===== src/rtl/amul_pkg.sv =====
// Package: types shared by the array multiplier modules.
// Assumes: nothing outside this file.
package amul_pkg;

    // Layout of the first two rows of the array.
    typedef enum logic {
        FORM_TRIMMED = 1'b0,  // row 0 AND-only, row 1 half adders
        FORM_REGULAR = 1'b1   // all rows full-adder cells, unused inputs tied to 0
    } amul_form_e;

    // Adder content of one array cell.
    typedef enum logic [1:0] {
        CELL_AND  = 2'd0,
        CELL_HALF = 2'd1,
        CELL_FULL = 2'd2
    } amul_cell_e;

endpackage


===== src/rtl/amul_fa.sv =====
// Module: one-bit full adder.
// Assumes: purely combinational use; the inputs carry equal weight.
module amul_fa (
    input  logic a_i,
    input  logic b_i,
    input  logic c_i,
    output logic s_o,
    output logic co_o
);

    logic axb;

    // Purpose: sum from the XOR of all three inputs, carry from majority.
    always_comb begin
        axb  = a_i ^ b_i;
        s_o  = axb ^ c_i;
        co_o = (a_i & b_i) | (c_i & axb);
    end

    // Purpose: the two outputs must together equal the count of ones at the inputs.
    always_comb begin
        assert_fa_count_R1: assert ({co_o, s_o} == (2'(a_i) + 2'(b_i) + 2'(c_i)))
            else $error("full adder output does not equal count of ones at inputs");
    end

endmodule


===== src/rtl/amul_cell.sv =====
// Module: one array cell. It ANDs its multiplicand and multiplier bits and
//         adds the result to the sum from above and the carry from the upper right.
// Assumes: KIND picks the adder content. A CELL_AND cell gets zero on both
//          incoming buses, and a CELL_HALF cell gets zero carry-in.
module amul_cell
    import amul_pkg::*;
#(
    parameter amul_cell_e KIND = CELL_FULL
) (
    input  logic x_bit,
    input  logic y_bit,
    input  logic sum_in,
    input  logic carry_in,
    output logic sum_out,
    output logic carry_out
);

    logic pp;

    // Purpose: form the partial-product bit for this cell.
    always_comb pp = x_bit & y_bit;

    generate
        if (KIND == CELL_FULL) begin : g_full
            amul_fa u_fa (
                .a_i (pp),
                .b_i (sum_in),
                .c_i (carry_in),
                .s_o (sum_out),
                .co_o(carry_out)
            );
        end else if (KIND == CELL_HALF) begin : g_half
            // Purpose: add two bits without a carry input.
            always_comb begin
                sum_out   = pp ^ sum_in;
                carry_out = pp & sum_in;
            end
            // Purpose: a half-adder cell must never receive a carry from the row above.
            always_comb begin
                assert_half_no_carry_R1: assert (carry_in == 1'b0)
                    else $error("half-adder cell received a carry");
            end
        end else begin : g_and
            // Purpose: pass the partial product and produce no carry.
            always_comb begin
                sum_out   = pp;
                carry_out = 1'b0;
            end
            // Purpose: an AND-only cell must get no sum and no carry to add in.
            always_comb begin
                assert_and_inputs_idle_R1: assert ((sum_in == 1'b0) && (carry_in == 1'b0))
                    else $error("AND-only cell received a non-zero adder input");
            end
        end
    endgenerate

endmodule


===== src/rtl/amul_merge_row.sv =====
// Module: final ripple row. It adds the sum vector and carry vector that
//         leave the last array row and produces the upper product bits.
// Assumes: the vectors are aligned by weight at the inputs; ripple carry-in is 0.
module amul_merge_row #(
    parameter int W = 3
) (
    input  logic [W-1:0] sum_vec,
    input  logic [W-1:0] carry_vec,
    output logic [W:0]   res_o
);

    logic [W:0] rip;

    // Purpose: start the ripple chain with no carry.
    always_comb rip[0] = 1'b0;

    generate
        for (genvar k = 0; k < W; k++) begin : g_bit
            amul_fa u_fa (
                .a_i (sum_vec[k]),
                .b_i (carry_vec[k]),
                .c_i (rip[k]),
                .s_o (res_o[k]),
                .co_o(rip[k+1])
            );
        end
    endgenerate

    // Purpose: the carry out of the chain becomes the top result bit.
    always_comb res_o[W] = rip[W];

endmodule


===== src/rtl/amul_array.sv =====
// Module: top of the combinational N x N unsigned array multiplier.
// Assumes: N >= 2. No clock and no reset (pure combinational datapath).
//          Row j handles multiplier bit j. In each row, column N-1 only passes
//          its partial product, and columns 0..N-2 add.
module amul_array
    import amul_pkg::*;
#(
    parameter int         N    = 4,
    parameter amul_form_e FORM = FORM_TRIMMED
) (
    input  logic [N-1:0]   x_i,
    input  logic [N-1:0]   y_i,
    output logic [2*N-1:0] prod_o
);

    localparam int PW = 2 * N;
    localparam int MW = N - 1;

    logic [N-1:0] s_row [N];
    logic [N-1:0] c_row [N];
    logic [MW:0]  merge_res;
    logic [MW-1:0] merge_sum;
    logic [MW-1:0] merge_car;

    generate
        for (genvar j = 0; j < N; j++) begin : g_row
            for (genvar i = 0; i < N; i++) begin : g_col
                localparam amul_cell_e KIND =
                    (j == 0) ? ((FORM == FORM_TRIMMED) ? CELL_AND : CELL_FULL) :
                    (i == N-1) ? CELL_AND :
                    (j == 1) ? ((FORM == FORM_TRIMMED) ? CELL_HALF : CELL_FULL) :
                    CELL_FULL;
                logic sin;
                logic cin;
                if ((j == 0) || (i == N-1)) begin : g_edge
                    // Purpose: tie the unused inputs of top-row and top-column cells to zero.
                    always_comb begin
                        sin = 1'b0;
                        cin = 1'b0;
                    end
                end else begin : g_inner
                    // Purpose: take the sum from one column up and the carry from the same column of the row above.
                    always_comb begin
                        sin = s_row[j-1][i+1];
                        cin = c_row[j-1][i];
                    end
                end
                amul_cell #(.KIND(KIND)) u_cell (
                    .x_bit    (x_i[i]),
                    .y_bit    (y_i[j]),
                    .sum_in   (sin),
                    .carry_in (cin),
                    .sum_out  (s_row[j][i]),
                    .carry_out(c_row[j][i])
                );
            end
        end
    endgenerate

    // Purpose: align the last row's remaining sums and carries for the merge row.
    always_comb begin
        for (int k = 0; k < MW; k++) begin
            merge_sum[k] = s_row[N-1][k+1];
            merge_car[k] = c_row[N-1][k];
        end
    end

    amul_merge_row #(.W(MW)) u_merge (
        .sum_vec  (merge_sum),
        .carry_vec(merge_car),
        .res_o    (merge_res)
    );

    // Purpose: lower bits come from column 0 of each row, upper bits from the merge row.
    always_comb begin
        for (int j = 0; j < N; j++) prod_o[j] = s_row[j][0];
        prod_o[PW-1:N] = merge_res;
    end

    // Purpose: check the assembled product against the arithmetic reference and its corner rules.
    always_comb begin
        assert_product_R1: assert (prod_o == (PW'(x_i) * PW'(y_i)))
            else $error("product differs from arithmetic reference");
        assert_bit0_R3: assert (prod_o[0] == (x_i[0] & y_i[0]))
            else $error("product bit 0 wrong");
        assert_zero_operand_R4: assert (!((x_i == '0) || (y_i == '0)) || (prod_o == '0))
            else $error("zero operand gave non-zero product");
        assert_top_bit_R5: assert (!prod_o[PW-1] || (x_i[N-1] && y_i[N-1]))
            else $error("top product bit set without both operand MSBs");
        for (int j = 0; j < N; j++) begin
            assert_edge_no_carry_R2: assert (c_row[j][N-1] == 1'b0)
                else $error("top-column cell produced a carry");
        end
    end

endmodule


===== config.mk =====
export PLATFORM = sky130hd
export DESIGN_NAME = amul_array
export DESIGN_NICKNAME = d
export VERILOG_FILES = /design/src/rtl/amul_pkg.sv /design/src/rtl/amul_fa.sv /design/src/rtl/amul_cell.sv /design/src/rtl/amul_merge_row.sv /design/src/rtl/amul_array.sv
export SDC_FILE = /design/constraint.sdc
export NUM_CORES = 1
export LEC_CHECK = 0
export ABC_AREA = 1
export BUFFER_PORTS_ARGS = -buffer_cell sky130_fd_sc_hd__buf_2
export CAP_MARGIN = 20
export CORE_AREA = 2 2 39 41
export DETAILED_ROUTE_END_ITERATION = 8
export DIE_AREA = 0 0 41 43
export PLACE_DENSITY = 0.67
export SLEW_MARGIN = 20
export SYNTH_ARGS = -nofsm -noshare
export SYNTH_HDL_FRONTEND = slang
export SYNTH_SLANG_ARGS = --single-unit

===== constraint.sdc =====
create_clock -name vclk -period 3.45
set_clock_uncertainty 0.1 [all_clocks]
set_input_delay 0.5175 -clock vclk [all_inputs]
set_output_delay 0.5175 -clock vclk [all_outputs]
set_load 0.02 [all_outputs]

# Word level (Yosys, flattened, before mapping)
# Cells that the tools add are included.
[op_classes]
bitwise_logic = 64
[ops]
columns = ["cell", "count"]
rows = [
  ["1-bit bitwise AND", 36],
  ["1-bit XOR", 20],
  ["1-bit bitwise OR", 8],
]
[word_totals]
regBits = 0
output_inout_bits = 8
input_bits = 8
elab_cells = 64

# Depth between registers and ports, before layout
[logic_depth]
word_depth = 12
ltp_mapped = 11
ltp_nobuf = 10

# By module
# From an unflattened synthesis, not the netlist that was laid out.
[unflattened]
hier_cells = 61
area_unflattened_um2 = 431.7
[modules_own_cells]
columns = ["mod", "seq_area_each_um2", "n_inst", "cells_each", "area_each_um2"]
rows = [
  ["amul_fa", 0.0, 9, 1, 20.0],
  ["amul_cell (g_row[0].g_col[0].u_cell ...)", 0.0, 7, 4, 18.8],
  ["amul_cell (g_row[1].g_col[0].u_cell ...)", 0.0, 3, 3, 20.0],
  ["amul_cell (g_row[2].g_col[0].u_cell ...)", 0.0, 6, 2, 7.5],
  ["amul_merge_row", 0.0, 1, 2, 11.3],
  ["amul_array", 0.0, 1, 1, 3.8],
]

# Worst setup path before layout
# Ideal clock, no wire load.
[synth_timing]
path_type = "input to output"
from = "input y_i[1]"
to = "output prod_o[6]"
n_path_buf = 1
setup_slack_ps = -151
stages = 11
arrival_ps = 2983
required_time_ps = 2832
path_cell_list = "nand2_1 -> inv_1 -> ha_1 -> inv_1 -> fa_1 -> inv_1 -> fa_1 -> ha_1 -> fa_1 -> fa_1 -> buf_4"
[synth_between]
elab_chain_len = 11
elab_cells_between_ends = 42
cone_classes = "bitwise (42)"
[synth_rtl]
columns = ["item", "line", "text"]
rows = [
  ["from (decl)", "amul_array.sv:12", "input logic [N-1:0] y_i,"],
  ["1-bit bitwise AND", "amul_cell.sv:21", "always_comb pp = x_bit & y_bit;"],
  ["1-bit XOR", "amul_cell.sv:35", "sum_out = pp ^ sum_in;"],
  ["1-bit XOR", "amul_fa.sv:15", "axb = a_i ^ b_i;"],
  ["1-bit bitwise AND or 1-bit XOR (tied branches)", "amul_fa.sv:17, amul_fa.sv:16", ""],
  ["1-bit bitwise OR or 1-bit XOR (tied branches)", "amul_fa.sv:17, amul_fa.sv:15", ""],
  ["1-bit bitwise AND", "amul_fa.sv:17", "co_o = (a_i & b_i) | (c_i & axb);"],
  ["1-bit bitwise OR", "amul_fa.sv:17", ""],
  ["1-bit bitwise AND or 1-bit XOR (tied branches)", "amul_fa.sv:17, amul_fa.sv:15", ""],
  ["1-bit bitwise AND", "amul_fa.sv:17", ""],
  ["1-bit bitwise OR", "amul_fa.sv:17", ""],
  ["1-bit XOR *", "amul_fa.sv:16", "s_o = axb ^ c_i;"],
  ["to (decl)", "amul_array.sv:13", "output logic [2*N-1:0] prod_o"],
]
# Mark *: on every way between the ends. The rest lies on a longest branch, timed or not.

# Worst setup path after layout
[layout_timing]
from = "input x_i[2]"
to = "output prod_o[6]"
[layout_between]
elab_chain_len = 11
elab_cells_between_ends = 43
cone_classes = "bitwise (43)"
[layout_rtl]
columns = ["item", "line", "text"]
rows = [
  ["from (decl)", "amul_array.sv:11", "input logic [N-1:0] x_i,"],
  ["1-bit bitwise AND", "amul_cell.sv:21", ""],
  ["1-bit XOR", "amul_cell.sv:35", ""],
  ["1-bit XOR", "amul_fa.sv:15", ""],
  ["1-bit bitwise AND or 1-bit XOR (tied branches)", "amul_fa.sv:17, amul_fa.sv:16", ""],
  ["1-bit bitwise OR or 1-bit XOR (tied branches)", "amul_fa.sv:17, amul_fa.sv:15", ""],
  ["1-bit bitwise AND", "amul_fa.sv:17", ""],
  ["1-bit bitwise OR", "amul_fa.sv:17", ""],
  ["1-bit bitwise AND or 1-bit XOR (tied branches)", "amul_fa.sv:17, amul_fa.sv:15", ""],
  ["1-bit bitwise AND", "amul_fa.sv:17", ""],
  ["1-bit bitwise OR", "amul_fa.sv:17", ""],
  ["1-bit XOR *", "amul_fa.sv:16", ""],
]
# Marks and branches as above.

==> out/results.ini <==
[setup_path]
cp_max_fo=3
crit_path_top_delay_cell=fa_2
cp-end-kind=output pin
path_common_cell=fa_2
cp.arrival_ps=3070
critPathBufInv=5
startpoint_type=input pin
critical_path.cell_chain=buf_8, nand2_4, inv_2, ha_4, inv_2, fa_2, inv_2, fa_2, ha_4, fa_2, fa_2, buf_6
required_ps=2830
crit_path_max_incr_delay_ps=550
criticalPathCategory=in -> out
startpoint=x_i[2]
crit_family=adder cells

[outcome]
status=finished, violations left
violations=negative setup slack

[route]
postRouteAntennaNets=0
vias=342
dr_wl_met2_um=367
routed_wl_um=701
drc=0
routed.top_layer=met3
wl_met1_um=292
viasPerCell=4.07
routedWlPerCell_um=8.35
drt-initial-drc-count=3
firstDrtPassIters=3
wl_met3_um=40

[placement]
gp_congestion=0.734
port_buffers=16
hpwl_um=639
dp.cells=84
dpl_worst_slack_ps=-348

[synth]
avgSynthCellArea_um2=7.37
yosys_warnings=0
synth.top_cell.area_share_pct=40.3
syn_inst=54
synth_area_leader_cell=fa_1
synth.area.top_cells=fa_1 40%, inv_1 17%, buf_4 15%
ys_seq_area_share_pct=0
synth_cell_type_count=5
synth_nets=74
syn_area_um2=398

[floorplan]
pin_count=16
die-width_um=41
rows=14
dieArea_um2=1760
die_h_um=43
initial_core_util_pct=28.8
coreArea_um2=1380

[hold_path]
min_from=x_i[0]
hold_depth=4
min_path_type=in -> out
worst_hold_path.endpoint=prod_o[0]

[timing]
setup_ws_ps=-233
final-setup-viol-count=2
slew_headroom_pct=93.0
final.setup.tns_ps=-299
rsz0062_at_grt=yes
hold_viol_final=0
fin_crit_ps=3680
slew_viol_final=0
period_share_pct=107
tightest_slew_ps=105
fmax_mhz=271

[cells_and_area]
nFlopsAndLatches=0
fillerInstances=148
final_nets=90
postLayoutCoreUtil_pct=41.5
drive_gt1_share_pct=52.9
register_area_um2=0
stdcell_count=84
multi_input_area_um2=320
num_antenna_cells=0
area_growth_pct=44.3
clkbuf_count=0

[global_route]
gr-total-overflow=0
grt_pass1_vias=317
grt_use_total_pct=9.22
grt_pass1_wl_um=1200
grt_start_max_net_pins=5
antenna_found_initial=0

[pwr]
irDropWorstVdd_mv=0.0677
p_leak_nw=0.354
powerDensity_nw_per_um2=193
finalPower_mw=0.111

[clock_tree]
cts_hold_buf=0
post-cts-setup-buffers=0

[flow_run]
maxCapViolations=0

what timing repair did:
item,4_1_cts,5_1_grt
endpoints found under the hold margin,0,0
endpoints found under the setup margin,3,3
gates resized for setup,14,5
cloned,0,0
pin swaps,9,3
final cells by class:
class,instances,area share (%)
Inverter,18,11.8
Timing Repair Buffer,22,29.0
Tap cell,16,3.49
Multi-Input combinational cell,28,55.8
kinds of logic after synthesis:
logic type / after synthesis / synth area share, %
buf+inv: 26 / 32.1
simple gates: 16 / 15.1
fa+ha+maj: 12 / 52.8
where the power goes:
part | leakage, nW | switching, mW | internal, mW
Clock | 0 | 0 | 0
Sequential | 0 | 0 | 0
Combinational | 0.354 | 0.0627 | 0.0482
Total | 0.354 | 0.0627 | 0.0482
metrics by stage:
stage | hold slack, ps | area (µm²)
2_1_floorplan | 1120 | 427
3_3_place_gp | 1280 | 508
3_5_place_dp | 1290 | 508
4_1_cts | 1290 | 566
5_1_grt | 1310 | 574
6_report | 1280 | 574
cell usage after synthesis:
master,number
buf_4,8
fa_1,8
ha_1,4
inv_1,18
nand2_1,16
layout by cell type, fill, tap and decap left out, drive strengths merged:
master,Yosys,layout
buf,8,22
inv,18,18
nand2,16,16
fa,8,8
ha,4,4
routing by layer:
| metal | up-vias | global-route usage (%) |
|---|---|---|
| met1 | 164 | 13.9 |
| met3 | 0 | 0 |
| li1 | 169 | - |
| met4 | 0 | 0 |
| met2 | 9 | 15.3 |
| met5 | - | 0 |
worst max path at each step:
stage | to | slack, ps | cells past startpoint
floorplan | prod_o[6] | -90 | 11
global placement | prod_o[6] | -310 | 12
detailed placement | prod_o[6] | -350 | 12
CTS | prod_o[6] | -260 | 12
global route | prod_o[6] | -300 | 12
finish | prod_o[6] | -230 | 12
No activity file was read; power rests on OpenSTA's default activity.
